File: src/rtl/dflash_pkg.sv
package dflash_pkg;
  localparam int CFG_W        = 32;
  localparam int TWO_DEV_BIT  = 30;
  localparam int SPLIT_BIT    = 29;
  localparam int PAGE_BIT     = 28;

  typedef enum logic [1:0] {
    MODE_SINGLE   = 2'd0,
    MODE_STACKED  = 2'd1,
    MODE_PARALLEL = 2'd2
  } conn_mode_e;

  typedef struct packed {
    conn_mode_e mode;
    logic       upper_pg;
  } conn_cfg_t;

  localparam conn_cfg_t CFG_RESET = '{mode: MODE_SINGLE, upper_pg: 1'b0};

  function automatic conn_cfg_t decode_cfg(input logic [CFG_W-1:0] w);
    conn_cfg_t c;
    if (!w[TWO_DEV_BIT])   c.mode = MODE_SINGLE;
    else if (w[SPLIT_BIT]) c.mode = MODE_PARALLEL;
    else                   c.mode = MODE_STACKED;
    c.upper_pg = w[PAGE_BIT];
    return c;
  endfunction
endpackage

File: src/rtl/dflash_cfg.sv
module dflash_cfg
  import dflash_pkg::*;
(
  input  logic             clk,
  input  logic             rst_n,
  input  logic             core_cs_n,
  input  logic             wr_en,
  input  logic [CFG_W-1:0] wr_data,
  output conn_cfg_t        cfg_q
);
  conn_cfg_t pend_val;
  logic      pend_q;
  conn_cfg_t wr_dec;

  assign wr_dec = decode_cfg(wr_data);

  always_ff @(posedge clk or negedge rst_n) begin
    if (!rst_n) begin
      cfg_q    <= CFG_RESET;
      pend_val <= CFG_RESET;
      pend_q   <= 1'b0;
    end else if (core_cs_n) begin
      if (wr_en)       cfg_q <= wr_dec;
      else if (pend_q) cfg_q <= pend_val;
      pend_q <= 1'b0;
    end else if (wr_en) begin
      pend_val <= wr_dec;
      pend_q   <= 1'b1;
    end
  end

  // routing never changes across an edge that saw a transfer in progress
  assert_cfg_frozen_in_xfer_R9: assert property (@(posedge clk) disable iff (!rst_n)
    !core_cs_n |=> $stable(cfg_q));

  // any held write is consumed at the first idle edge
  assert_pend_drained_R9: assert property (@(posedge clk) disable iff (!rst_n)
    core_cs_n |=> !pend_q);
endmodule

File: src/rtl/dflash_cs_steer.sv
module dflash_cs_steer
  import dflash_pkg::*;
(
  input  logic      clk,
  input  logic      rst_n,
  input  conn_cfg_t cfg,
  input  logic      core_cs_n,
  input  logic      core_sck,
  output logic      lo_cs_n,
  output logic      up_cs_n,
  output logic      lo_sck,
  output logic      up_sck,
  output logic      lo_act,
  output logic      up_act
);
  logic two_dev, par, stk;

  always_comb begin
    two_dev = (cfg.mode != MODE_SINGLE);
    par     = (cfg.mode == MODE_PARALLEL);
    stk     = (cfg.mode == MODE_STACKED);
    lo_act  = !two_dev || par || !cfg.upper_pg;
    up_act  = par || (stk && cfg.upper_pg);
    lo_cs_n = core_cs_n | ~lo_act;
    up_cs_n = core_cs_n | ~up_act;
    lo_sck  = core_sck;
    up_sck  = core_sck & two_dev;
  end

  // outside parallel mode at most one device is selected
  assert_single_select_R4: assert property (@(posedge clk) disable iff (!rst_n)
    (cfg.mode != MODE_PARALLEL) |-> (lo_cs_n || up_cs_n));

  // an idle core leaves both devices deselected
  assert_idle_deselect_R1: assert property (@(posedge clk) disable iff (!rst_n)
    core_cs_n |-> (lo_cs_n && up_cs_n));
endmodule

File: src/rtl/dflash_lane_mux.sv
module dflash_lane_mux
  import dflash_pkg::*;
#(
  parameter int LANES = 4,
  localparam int CW   = 2 * LANES
)(
  input  logic             clk,
  input  logic             rst_n,
  input  conn_cfg_t        cfg,
  input  logic             lo_act,
  input  logic             up_act,
  input  logic             core_oe,
  input  logic [CW-1:0]    core_dout,
  output logic [CW-1:0]    core_din,
  output logic [LANES-1:0] lo_io_out,
  output logic [LANES-1:0] lo_io_oe,
  input  logic [LANES-1:0] lo_io_in,
  output logic [LANES-1:0] up_io_out,
  output logic [LANES-1:0] up_io_oe,
  input  logic [LANES-1:0] up_io_in
);
  logic [LANES-1:0] even_d, odd_d;
  logic [CW-1:0]    woven;
  logic             par;

  for (genvar i = 0; i < LANES; i++) begin : g_lane
    assign even_d[i]      = core_dout[2*i];
    assign odd_d[i]       = core_dout[2*i+1];
    assign woven[2*i]     = lo_io_in[i];
    assign woven[2*i+1]   = up_io_in[i];
  end

  always_comb begin
    par       = (cfg.mode == MODE_PARALLEL);
    lo_io_out = !lo_act ? '0 : (par ? even_d : core_dout[LANES-1:0]);
    up_io_out = !up_act ? '0 : (par ? odd_d  : core_dout[LANES-1:0]);
    lo_io_oe  = lo_act ? {LANES{core_oe}} : '0;
    up_io_oe  = up_act ? {LANES{core_oe}} : '0;
    if (par)         core_din = woven;
    else if (up_act) core_din = {{LANES{1'b0}}, up_io_in};
    else             core_din = {{LANES{1'b0}}, lo_io_in};
  end

  // an unused bus is quiet
  assert_idle_upper_quiet_R8: assert property (@(posedge clk) disable iff (!rst_n)
    !up_act |-> (up_io_oe == '0 && up_io_out == '0));
  assert_idle_lower_quiet_R8: assert property (@(posedge clk) disable iff (!rst_n)
    !lo_act |-> (lo_io_oe == '0 && lo_io_out == '0));
  // a parallel transfer drives both buses together
  assert_par_both_buses_R8: assert property (@(posedge clk) disable iff (!rst_n)
    par |-> (lo_io_oe == up_io_oe));
endmodule

File: src/rtl/dflash_router.sv
module dflash_router
  import dflash_pkg::*;
#(
  parameter int LANES = 4,
  localparam int CW   = 2 * LANES
)(
  input  logic             clk,
  input  logic             rst_n,
  input  logic             cfg_wr_en,
  input  logic [CFG_W-1:0] cfg_wr_data,
  input  logic             core_cs_n,
  input  logic             core_sck,
  input  logic             core_oe,
  input  logic [CW-1:0]    core_dout,
  output logic [CW-1:0]    core_din,
  output logic             lo_cs_n,
  output logic             lo_sck,
  output logic [LANES-1:0] lo_io_out,
  output logic [LANES-1:0] lo_io_oe,
  input  logic [LANES-1:0] lo_io_in,
  output logic             up_cs_n,
  output logic             up_sck,
  output logic [LANES-1:0] up_io_out,
  output logic [LANES-1:0] up_io_oe,
  input  logic [LANES-1:0] up_io_in
);
  conn_cfg_t cfg_q;
  logic      lo_act, up_act;

  dflash_cfg u_cfg (
    .clk(clk), .rst_n(rst_n), .core_cs_n(core_cs_n),
    .wr_en(cfg_wr_en), .wr_data(cfg_wr_data), .cfg_q(cfg_q)
  );

  dflash_cs_steer u_steer (
    .clk(clk), .rst_n(rst_n), .cfg(cfg_q),
    .core_cs_n(core_cs_n), .core_sck(core_sck),
    .lo_cs_n(lo_cs_n), .up_cs_n(up_cs_n),
    .lo_sck(lo_sck), .up_sck(up_sck),
    .lo_act(lo_act), .up_act(up_act)
  );

  dflash_lane_mux #(.LANES(LANES)) u_lanes (
    .clk(clk), .rst_n(rst_n), .cfg(cfg_q),
    .lo_act(lo_act), .up_act(up_act),
    .core_oe(core_oe), .core_dout(core_dout), .core_din(core_din),
    .lo_io_out(lo_io_out), .lo_io_oe(lo_io_oe), .lo_io_in(lo_io_in),
    .up_io_out(up_io_out), .up_io_oe(up_io_oe), .up_io_in(up_io_in)
  );
endmodule

File: config.mk
export PLATFORM = sky130hd
export DESIGN_NAME = dflash_router
export DESIGN_NICKNAME = d
export VERILOG_FILES = /design/src/rtl/dflash_pkg.sv /design/src/rtl/dflash_cfg.sv /design/src/rtl/dflash_cs_steer.sv /design/src/rtl/dflash_lane_mux.sv /design/src/rtl/dflash_router.sv
export SDC_FILE = /design/constraint.sdc
export NUM_CORES = 1
export LEC_CHECK = 0
export BUFFER_PORTS_ARGS = -buffer_cell sky130_fd_sc_hd__buf_2
export CORE_ASPECT_RATIO = 0.75
export CORE_MARGIN = 2
export CORE_UTILIZATION = 36
export CTS_BUF_LIST = sky130_fd_sc_hd__clkbuf_8 sky130_fd_sc_hd__clkbuf_16
export DETAILED_ROUTE_END_ITERATION = 16
export GPL_ROUTABILITY_DRIVEN = 0
export GPL_TIMING_DRIVEN = 0
export PLACE_DENSITY = 0.93
export RECOVER_POWER = 100
export SKIP_CTS_REPAIR_TIMING = 1
export SLEW_MARGIN = 10
export SYNTH_ARGS = -nofsm -noshare
export SYNTH_HDL_FRONTEND = slang
export SYNTH_SLANG_ARGS = --single-unit
File: constraint.sdc
create_clock -name clk -period 1.94 [get_ports clk]
set_input_delay 0.194 -clock clk [delete_from_list [all_inputs] [get_ports clk]]
set_output_delay 0.194 -clock clk [all_outputs]
set_load 0.02 [all_outputs]
**After elaboration in Yosys (flattened, before gate mapping)**

Cells that the tools add are included.
W data, S select, Z words.

- Equal/unequal tests: 2
- Bitwise logic cells: 6
- Reduce and logical (&&, ||, !) cells: 11
- Mux-type cells: 14

Operator list:

| cell | number |
|---|---|
| $mux W4 | 7 |
| $mux W8 | 1 |
| $mux W3 | 2 |
| $reduce_bool A2 Y1 | 3 |
| $mux W2 | 2 |
| $reduce_and A2 Y1 | 2 |
| $logic_or A1 B1 Y1 | 3 |
| $not A1 Y1 | 3 |
| $eq A2 B1 Y1 const B | 1 |
| $eq A2 B2 Y1 const B | 1 |
| $logic_not A1 Y1 | 2 |
| $mux W1 | 2 |
| $or A1 B1 Y1 | 2 |
| $and A1 B1 Y1 | 1 |
| $logic_and A1 B1 Y1 | 1 |

- Output and inout bits: 28
- Word-level logic and storage cells: 38
- Input port bits: 54
- Bits in registers: 7

**Longest topological paths before layout**

Gate-level depths: netlist of run 1.

- Depth after elaboration: 6
- Depth in mapped cells: 5
- Mapped depth without buffers: 3

**By module**

Synthesis of run 1 repeated with hierarchy kept, for this count alone.

- Cell total of the unflattened synthesis: 87
- Area, all modules: 706.9 µm²

By module, submodules not included:

| module | cells each | area an instance (µm²) | sequential area each (µm²) | times used |
|---|---|---|---|---|
| dflash_cfg | 32 | 340.3 | 175.2 | 1 |
| dflash_lane_mux | 47 | 316.6 | 0.0 | 1 |
| dflash_cs_steer | 8 | 50.0 | 0.0 | 1 |

**Least setup slack after synthesis of run 1**

No wires, ideal clock.

- Path type: flip-flop to output port
- Start point: register u_cfg.cfg_q[2] (netlist name)
- End point: output port up_io_oe[1]
- Cell stages (with the launch flop): 6
- Slack: 0.520 ns
- Data required time: 1.746 ns
- Path buffers: 3
- Data arrival time: 1.226 ns
- Cell sequence: dfrtp_1 -> buf_4 -> nor2b_1 -> buf_6 -> o21a_1 -> buf_4

- Word-level cells in the longest chain between the ends: 4
- Elaborated cells between the ends (all ways): 5
- Classes of those cells: eq/ne: 2; mux: 1; reduce/logical: 2

RTL lines:

| item | line | source |
|---|---|---|
| $eq A2 B1 Y1 | dflash_cs_steer.sv:21 | `stk = (cfg.mode == MODE_STACKED);` |
| $logic_and A1 B1 Y1 | dflash_cs_steer.sv:23 | `up_act = par \|\| (stk && cfg.upper_pg);` |
| $logic_or A1 B1 Y1 (*) | dflash_cs_steer.sv:23 |  |
| $mux W4 (*) | dflash_lane_mux.sv:38 | `up_io_oe = up_act ? {LANES{core_oe}} : '0;` |
| end, declared | dflash_router.sv:24 | `output logic [LANES-1:0] up_io_oe,` |

Every way passes the cells marked *; elsewhere a longest branch is shown, timed or not.

**Worst setup path in the final report of run 1**

- Start point: register u_cfg.cfg_q[2] (netlist name)
- End point: output port up_io_oe[2]

- Word-level cells in the longest chain between the ends: 4
- Elaborated cells between the ends (all ways): 5
- Classes of those cells: eq/ne: 2; mux: 1; reduce/logical: 2

RTL lines:

| item | line |
|---|---|
| $eq A2 B1 Y1 | dflash_cs_steer.sv:21 |
| $logic_and A1 B1 Y1 | dflash_cs_steer.sv:23 |
| $logic_or A1 B1 Y1 (*) | dflash_cs_steer.sv:23 |
| $mux W4 (*) | dflash_lane_mux.sv:38 |

Marked as above.

==> results_dict.tcl, run 1 <==
set metrics [dict create \
    cts_sinks 7 \
    grt_overflow 0 \
    post-route-drc-count 0 \
    post_dp_cell_area_um2 1003 \
    hpwl_um 1632 \
    grt_pass1_wl_um 3174 \
    initial_core_util_pct 39.64 \
    synth_area_um2 715.7 \
    post-place-cells 160 \
    h-tree-depth 1 \
    dr.pass1.iters 4 \
    power.leakage_nw 0.5032 \
    slowest_stage "dfrtp_1" \
    fmax_ghz 0.5584 \
    synth_area_leaders "dfrtp_1 24%, buf_4 8.4%, mux2i_1 7.0%, mux2_2 6.3%, nand2_1 5.8%" \
    clk_path_buf_depth 2 \
    track_usage_pct 17.68 \
    synth.top_cell.area_share_pct 24.48 \
    worst_slew_pin_slew_ps 389.4 \
    fin_crit_sh_pct 92.30 \
    areaGrowthSynthToFinish_pct 43.53 \
    path_delay_family "buffers and inverters" \
    grt_max_degree 11 \
    rows 13 \
    cp_max_fo 10 \
    grt_pass1_vias 712 \
    die_width_um 55.49 \
    numCtsBuffers 3 \
    avgSynthCellArea_um2 8.322 \
    cp.arrival_ps 1600 \
    vias 841 \
    max_stage_delay_ps 310 \
    finalSetupTns_ps 0 \
    fin_crit_ps 1791 \
    final.fill_count 173 \
    crit_required_ps 1750 \
    relSlewSlack_pct 74.04 \
    setup_viol 0 \
    status "finished clean" \
    critPathBufInv 4 \
    synth_enable_flop_cells 0 \
    cts-root-buf "clkbuf_8" \
    synthArstFlopShare_pct 100.0 \
    die_h_um 42.62 \
    synth_cells 86 \
    cts_tree "yes" \
    yosys-top-cells-count "11 x nand2_1, 8 x buf_4, 7 x dfrtp_1, 6 x a21oi_1, 6 x and2_1" \
    regArea_um2 175.2 \
    hp-class "input port to flip-flop" \
    clkLatencyLatePin_ps 230 \
    p_per_area_nw_per_um2 792.0 \
    total_power_w 0.0008136 \
    vias_per_cell 5.097 \
    coreArea_um2 1805 \
    final_antenna_net_count 0 \
    antenna_found_initial 0 \
    start_kind "flip-flop" \
    yosys_warnings 0 \
    routedWlPerCell_um 12.82 \
    final_hold_viol_count 0 \
    yosysSeqAreaShare_pct 24.48 \
    multi_input_area_um2 447.9 \
    layout-drive-gt1-share_pct 38.46 \
    die_area_um2 2364 \
    synth_fp_nets 140 \
    irDropWorstVdd_v 0.0005154 \
    portBuffers 52 \
    ys.flop_type "dfrtp_1" \
    drt_iter0_drc 13 \
    ys_ff_latch 7 \
    yosysUniqueCellTypes 32 \
    rsz0062_at_grt "false" \
    routed_wl_um 2116 \
    nNetsFinal 198 \
    synth_area_leader_cell "dfrtp_1" \
    end_kind "primary output" \
    critical_path_class "flip-flop to primary output" \
    cpMostUsedCell "buf_4" \
    drv_cap 0 \
    final.setup_skew_ps 6.924 \
    finalInstanceArea_um2 1027 \
    clk_pin_slew_ps 40 \
    num_io_pins 82 \
    antenna-diode-count 0 \
    synth_most_common_cell "nand2_1" \
    slew_violations 0 \
    layout.cells.non_filler 165 \
    cp_cell_sequence "buf_4 > nor2b_1 > buf_6 > o21a_1 > buf_4 > clkbuf_1" \
]
## flip-flops by register name (all words and copies together), names as in the netlist
register and cells:
u_cfg.pend_val 3, u_cfg.cfg_q 3, u_cfg.pend_q 1
## kinds of logic after synthesis
logic type / synth area share [%]
AO/OA/AOI/OAI: 19.93
buffers and inverters: 12.94
flip-flops: 24.48
multiplexers: 14.86
AND/OR/NAND/NOR: 27.80
## area by class of cell
| type | instances | area share [%] |
|---|---|---|
| flip-flops and latches | 7 | 17.05 |
| multi-input cells | 67 | 43.61 |
| well taps | 22 | 2.680 |
| clock inverters | 1 | 0.4872 |
| clock buffers | 3 | 4.019 |
| repair buffers | 53 | 23.87 |
| plain buffers | 12 | 8.283 |
## path summary, 6_finish.rpt
| kind | slack [ps] | endpoint | cells past startpoint | from |
|---|---|---|---|---|
| worst max-delay path | 150 | up_io_oe[2] | 6 | u_cfg.cfg_q[2]$_DFFE_PN0P_ |
| worst min-delay path | 210 | u_cfg.pend_val[0]$_DFFE_PN0P_ | 2 | cfg_wr_data[28] |
| worst max register to register | 770 | u_cfg.cfg_q[2]$_DFFE_PN0P_ | 4 | u_cfg.cfg_q[2]$_DFFE_PN0P_ |
| worst min register to register | 510 | u_cfg.pend_val[2]$_DFFE_PN0P_ | 2 | u_cfg.pend_val[2]$_DFFE_PN0P_ |
| max in group asynchronous | 1270 | u_cfg.pend_val[1]$_DFFE_PN0P_ | 2 | rst_n |
| min in group asynchronous | 390 | u_cfg.pend_q$_DFFE_PN0P_ | 2 | rst_n |
## metal layers
| layer | part of all wire, % | GRT usage, % | vias up |
|---|---|---|---|
| met3 | 6.7 | 2.778 | 8 |
| li1 | - | - | 412 |
| met5 | 0 | 0 | - |
| met1 | 41 | 19.22 | 375 |
| met2 | 50 | 33.57 | 46 |
| met4 | 1.7 | 8.293 | 0 |
## cell usage in the layout, fill, tap and decap left out
master	count
buf_2	33
clkbuf_1	21
nand2_1	11
buf_4	8
dfrtp_1	7
a21oi_1	6
o21ai_0	6
and2_1	5
mux2i_1	5
nor2b_1	4
mux2_2	4
clkbuf_8	3
nand3_1	2
o21ai_2	2
o21a_1	2
nand2b_1	2
nor2_1	2
clkbuf_2	1
and2b_1	1
nand2_4	1
buf_6	1
and3_1	1
a211oi_1	1
nor2_4	1
mux2_1	1
a32o_1	1
a22o_1	1
and2_0	1
o21bai_1	1
or2_0	1
o32ai_1	1
nand3b_1	1
o31ai_1	1
nor4bb_1	1
nor3_1	1
clkinv_2	1
dlygate4sd3_1	1
## power by group
part | switching [W] | internal [W]
sequential | 0.0000214 | 0.000165
combinational | 0.000259 | 0.000164
clock | 0.0000647 | 0.000139
total | 0.000345 | 0.000468
## stage by stage
step	worst slack, ps	utilization [%]	hold WS [ps]
floorplan	520.1	-	-101.6
global placement	477.9	55.58	29.87
detailed placement	447.5	55.58	33.81
CTS	194.6	58.14	-211.0
global route	78.33	56.90	225.6
finish	149.3	56.90	212.6
No activity file was read; power rests on OpenSTA's default activity.
==> run 2, diff against run 1 <==
--- a/config.mk
+++ b/config.mk
@@ -6,7 +6,6 @@
 export NUM_CORES = 1
 export LEC_CHECK = 0
 export BUFFER_PORTS_ARGS = -buffer_cell sky130_fd_sc_hd__buf_2
-export CORE_ASPECT_RATIO = 0.75
 export CORE_MARGIN = 2
 export CORE_UTILIZATION = 36
 export CTS_BUF_LIST = sky130_fd_sc_hd__clkbuf_8 sky130_fd_sc_hd__clkbuf_16
==> run 2 against run 1 <==
Clock-buffer cell count unchanged. Via count decreased by 3.4%. Combinational power decreased by 2%. Global-route usage decreased by 1.0 points. Final cell count increased by 3.0%. Sequential cell count unchanged. Largest cell class unchanged.
==> results_dict.tcl, run 2 (same netlist as run 1, synthesis figures left out) <==
set metrics [dict create \
    cp_max_fo 10 \
    areaGrowthSynthToFinish_pct 44.41 \
    hp-class "input port to flip-flop" \
    finalSetupTns_ps 0 \
    grt_pass1_vias 754 \
    irDropWorstVdd_v 0.0004530 \
    post-route-drc-count 0 \
    critical_path_class "flip-flop to primary output" \
    final_util_pct 53.78 \
    fin_crit_ps 1735 \
    fmax_ghz 0.5765 \
    h-tree-depth 1 \
    final.setup_skew_ps 0.2693 \
    rsz0062_at_grt "false" \
    die_area_um2 2361 \
    grt_pass1_wl_um 3153 \
    clk_path_buf_depth 2 \
    vias 812 \
    layout-drive-gt1-share_pct 38.46 \
    cts-root-buf "clkbuf_8" \
    final_hold_viol_count 0 \
    fin_crit_sh_pct 89.41 \
    power.leakage_nw 0.5074 \
    nNetsFinal 198 \
    routed_wl_um 1882 \
    drv_cap 0 \
    dr.pass1.iters 2 \
    die_width_um 48.59 \
    cts_sinks 7 \
    setup_viol 0 \
    worst_slew_pin_slew_ps 414.2 \
    grt_max_degree 11 \
    crit_required_ps 1750 \
    total_power_w 0.0007982 \
    numCtsBuffers 3 \
    drt_iter0_drc 5 \
    grt_overflow 0 \
    track_usage_pct 16.64 \
    layout_common_cells "34 x buf_2, 20 x clkbuf_1, 11 x nand2_1" \
    relSlewSlack_pct 72.39 \
    hpwl_um 1551 \
    p_per_area_nw_per_um2 772.3 \
    slew_violations 0 \
    end_kind "primary output" \
    coreArea_um2 1922 \
    clk_pin_slew_ps 40 \
    routedWlPerCell_um 11.07 \
    cts_tree "yes" \
    reg_top3 "u_cfg.cfg_q: 3 flops, u_cfg.pend_val: 3 flops, u_cfg.pend_q: 1 flops" \
    portBuffers 52 \
    antenna_found_initial 0 \
    num_io_pins 82 \
    clkLatencyLatePin_ps 230 \
    antenna-diode-count 0 \
    layout_commonest_cell "buf_2" \
    vias_per_cell 4.776 \
    start_kind "flip-flop" \
    initial_core_util_pct 37.24 \
    rows 16 \
    final_antenna_net_count 0 \
    die_h_um 48.59 \
    status "finished clean" \
    cp.arrival_ps 1540 \
]
run 2: per-layer routing:
metal	track usage (%)	up-vias	wire, um
li1	-	411	-
met1	16.99	370	760
met2	32.41	29	991
met3	2.469	2	100
met4	8.571	0	29
met5	0	-	0
run 2: area by class of cell:
cell class | count | area (um2)
buffer | 12 | 85.08
clock buffer | 3 | 41.29
clock inverter | 1 | 3.754
fill | 206 | 888.4
multi-input combinational | 67 | 447.9
sequential | 7 | 175.2
tap | 27 | 33.78
timing repair buffer | 53 | 246.5
run 2: final timing paths:
path	from	endpoint	slack (ps)	cells past startpoint
worst min register to register	u_cfg.pend_val[2]$_DFFE_PN0P_	u_cfg.pend_val[2]$_DFFE_PN0P_	490	2
worst max-delay path	u_cfg.cfg_q[2]$_DFFE_PN0P_	up_io_oe[3]	210	6
max in group asynchronous	rst_n	u_cfg.cfg_q[0]$_DFFE_PN0P_	1260	2
worst max register to register	u_cfg.cfg_q[2]$_DFFE_PN0P_	u_cfg.cfg_q[2]$_DFFE_PN0P_	750	4
min in group asynchronous	rst_n	u_cfg.pend_val[1]$_DFFE_PN0P_	400	2
worst min-delay path	cfg_wr_data[28]	u_cfg.pend_val[0]$_DFFE_PN0P_	220	2
run 2: critical path, stage by stage (launching register included):
cell      delay, ps
dfrtp_1         310
buf_4           150
nor2b_1         170
buf_6           150
o21a_1          190
buf_4           120
clkbuf_1        220
run 2: metrics by stage:
step / hold WS, ps / instances / instance area (um2) / setup slack (ps)
after global placement: 27.26 / 165 / 1010 / 476.7
after floorplan: -101.6 / 86 / 715.7 / 520.1
after detailed placement: 34.99 / 165 / 1010 / 466.3
final: 218.0 / 170 / 1033 / 205.4
after CTS: -206.1 / 169 / 1055 / 218.1
after global routing: 217.6 / 170 / 1033 / 119.7
run 2: power by group:
group          internal (W)  total (W)  switching (W)
clock              0.000137   0.000198      0.0000617
combinational      0.000165   0.000415       0.000249
sequential         0.000165   0.000185      0.0000197
==> run 3, diff against run 2 <==
--- a/config.mk
+++ b/config.mk
@@ -14,6 +14,7 @@
 export GPL_TIMING_DRIVEN = 0
 export PLACE_DENSITY = 0.93
 export RECOVER_POWER = 100
+export SETUP_SLACK_MARGIN = 0.5
 export SKIP_CTS_REPAIR_TIMING = 1
 export SLEW_MARGIN = 10
 export SYNTH_ARGS = -nofsm -noshare
==> run 3 against run 2 <==
Combinational power rose by 33%. Core utilization rose by 11 points. Die area did not move. Clock-buffer cell count did not move. Largest power group unchanged. Highest routed layer unchanged.
==> results_dict.tcl, run 3 (same netlist as run 1, synthesis figures left out) <==
set metrics [dict create \
    status "finished clean" \
    fmax_ghz 0.5838 \
    reg_top3 "u_cfg.cfg_q: 3 flops, u_cfg.pend_val: 3 flops, u_cfg.pend_q: 1 flops" \
    routedWlPerCell_um 12.60 \
    routed_wl_um 2268 \
    layout-drive-gt1-share_pct 49.67 \
    grt_pass1_vias 754 \
    final_antenna_net_count 0 \
    finalInstanceArea_um2 1250 \
    cts_tree "yes" \
    track_usage_pct 16.64 \
    drt_iter0_drc 1 \
    clk_pin_slew_ps 40 \
    areaGrowthSynthToFinish_pct 74.65 \
    final_hold_viol_count 0 \
    coreArea_um2 1922 \
    vias 865 \
    rows 16 \
    dp_slack_ps 466.3 \
    drv_cap 0 \
    setup_viol 0 \
    multi_input_area_um2 476.7 \
    crit_required_ps 1750 \
    dr.pass1.iters 3 \
    power.leakage_nw 0.6088 \
    post-route-drc-count 0 \
    clkLatencyLatePin_ps 230 \
    clk_path_buf_depth 2 \
    slew_violations 0 \
    initial_core_util_pct 37.24 \
    nNetsFinal 208 \
    numCtsBuffers 3 \
    cp_max_fo 6 \
    portBuffers 52 \
    cp.arrival_ps 1520 \
    worst_slew_pin_slew_ps 390.9 \
    die_area_um2 2361 \
    final.fill_count 185 \
    fin_crit_sh_pct 88.30 \
    end_kind "primary output" \
    final_util_pct 65.04 \
    hp-class "input port to flip-flop" \
    grt_max_degree 11 \
    post_dp_cell_area_um2 1010 \
    die_h_um 48.59 \
    finalSetupTns_ps 0 \
    cts-root-buf "clkbuf_8" \
    layout_commonest_cell "buf_2" \
    relSlewSlack_pct 73.94 \
    regArea_um2 176.4 \
    grt_pass1_wl_um 3153 \
    p_per_area_nw_per_um2 751.4 \
    vias_per_cell 4.806 \
    worst_slack_ps 227.0 \
    hpwl_um 1551 \
    cts_sinks 7 \
    antenna-diode-count 0 \
    final.setup_skew_ps 0.2807 \
    grt_overflow 0 \
    critical_path_class "flip-flop to primary output" \
    h-tree-depth 1 \
    antenna_found_initial 0 \
    rsz0062_at_grt "true" \
    num_io_pins 82 \
    fin_crit_ps 1713 \
    die_width_um 48.59 \
    total_power_w 0.0009393 \
    irDropWorstVdd_v 0.0004918 \
    start_kind "flip-flop" \
    layout_common_cells "25 x buf_2, 21 x buf_6, 17 x clkbuf_1" \
]
==> run 3: cell count changes in the layout (fill, tap and decap cells not counted), sizes merged <==
cell and change:
clkbuf -3, buf +13
==> run 3: layer usage <==
metal	up-vias	GRT usage, %	routed length [um]
met1	398	16.99	824
met4	0	8.571	51
met5	-	0	0
li1	432	-	-
met2	31	32.41	1285
met3	4	2.469	106
==> run 3: final timing paths <==
kind	depth (start not counted)	slack [ps]	start	to
max	4	230	u_cfg.cfg_q[1]$_DFFE_PN0P_	core_din[0]
min	2	220	cfg_wr_data[28]	u_cfg.pend_val[0]$_DFFE_PN0P_
max reg2reg	4	890	u_cfg.cfg_q[1]$_DFFE_PN0P_	u_cfg.cfg_q[1]$_DFFE_PN0P_
min reg2reg	2	490	u_cfg.pend_val[2]$_DFFE_PN0P_	u_cfg.pend_val[2]$_DFFE_PN0P_
max in group asynchronous	2	1240	rst_n	u_cfg.cfg_q[0]$_DFFE_PN0P_
min in group asynchronous	2	400	rst_n	u_cfg.pend_val[1]$_DFFE_PN0P_
==> run 3: power breakdown <==
group / switching [W] / total (W) / leakage, nW / internal (W)
registers: 0.0000199 / 0.000186 / 0.0837 / 0.000166
clock network: 0.0000623 / 0.000199 / 0.0269 / 0.000137
logic: 0.000285 / 0.000554 / 0.498 / 0.000269
total: 0.000367 / 0.000939 / 0.609 / 0.000572
==> run 3: per-stage QoR <==
step / hold WS, ps / instances
floorplan: -101.6 / 86
global placement: 27.26 / 165
detailed placement: 34.99 / 165
CTS: -206.1 / 169
global route: 218.1 / 180
finish: 217.4 / 180
==> run 3: area by class of cell <==
| class | count | share of cell area (%) |
|---|---|---|
| clock buffers | 3 | 3.303 |
| clock inverters | 1 | 0.3003 |
| multi-input cells | 67 | 38.14 |
| plain buffers | 12 | 8.609 |
| repair buffers | 63 | 32.83 |
| flip-flops and latches | 7 | 14.11 |
| well taps | 27 | 2.703 |
==> run 3: critical path, stage by stage (launching register included) <==
cell and delay [ps]:
dfrtp_1 510, nand2_4 120, nor2_4 160, mux2_1 360, buf_6 140
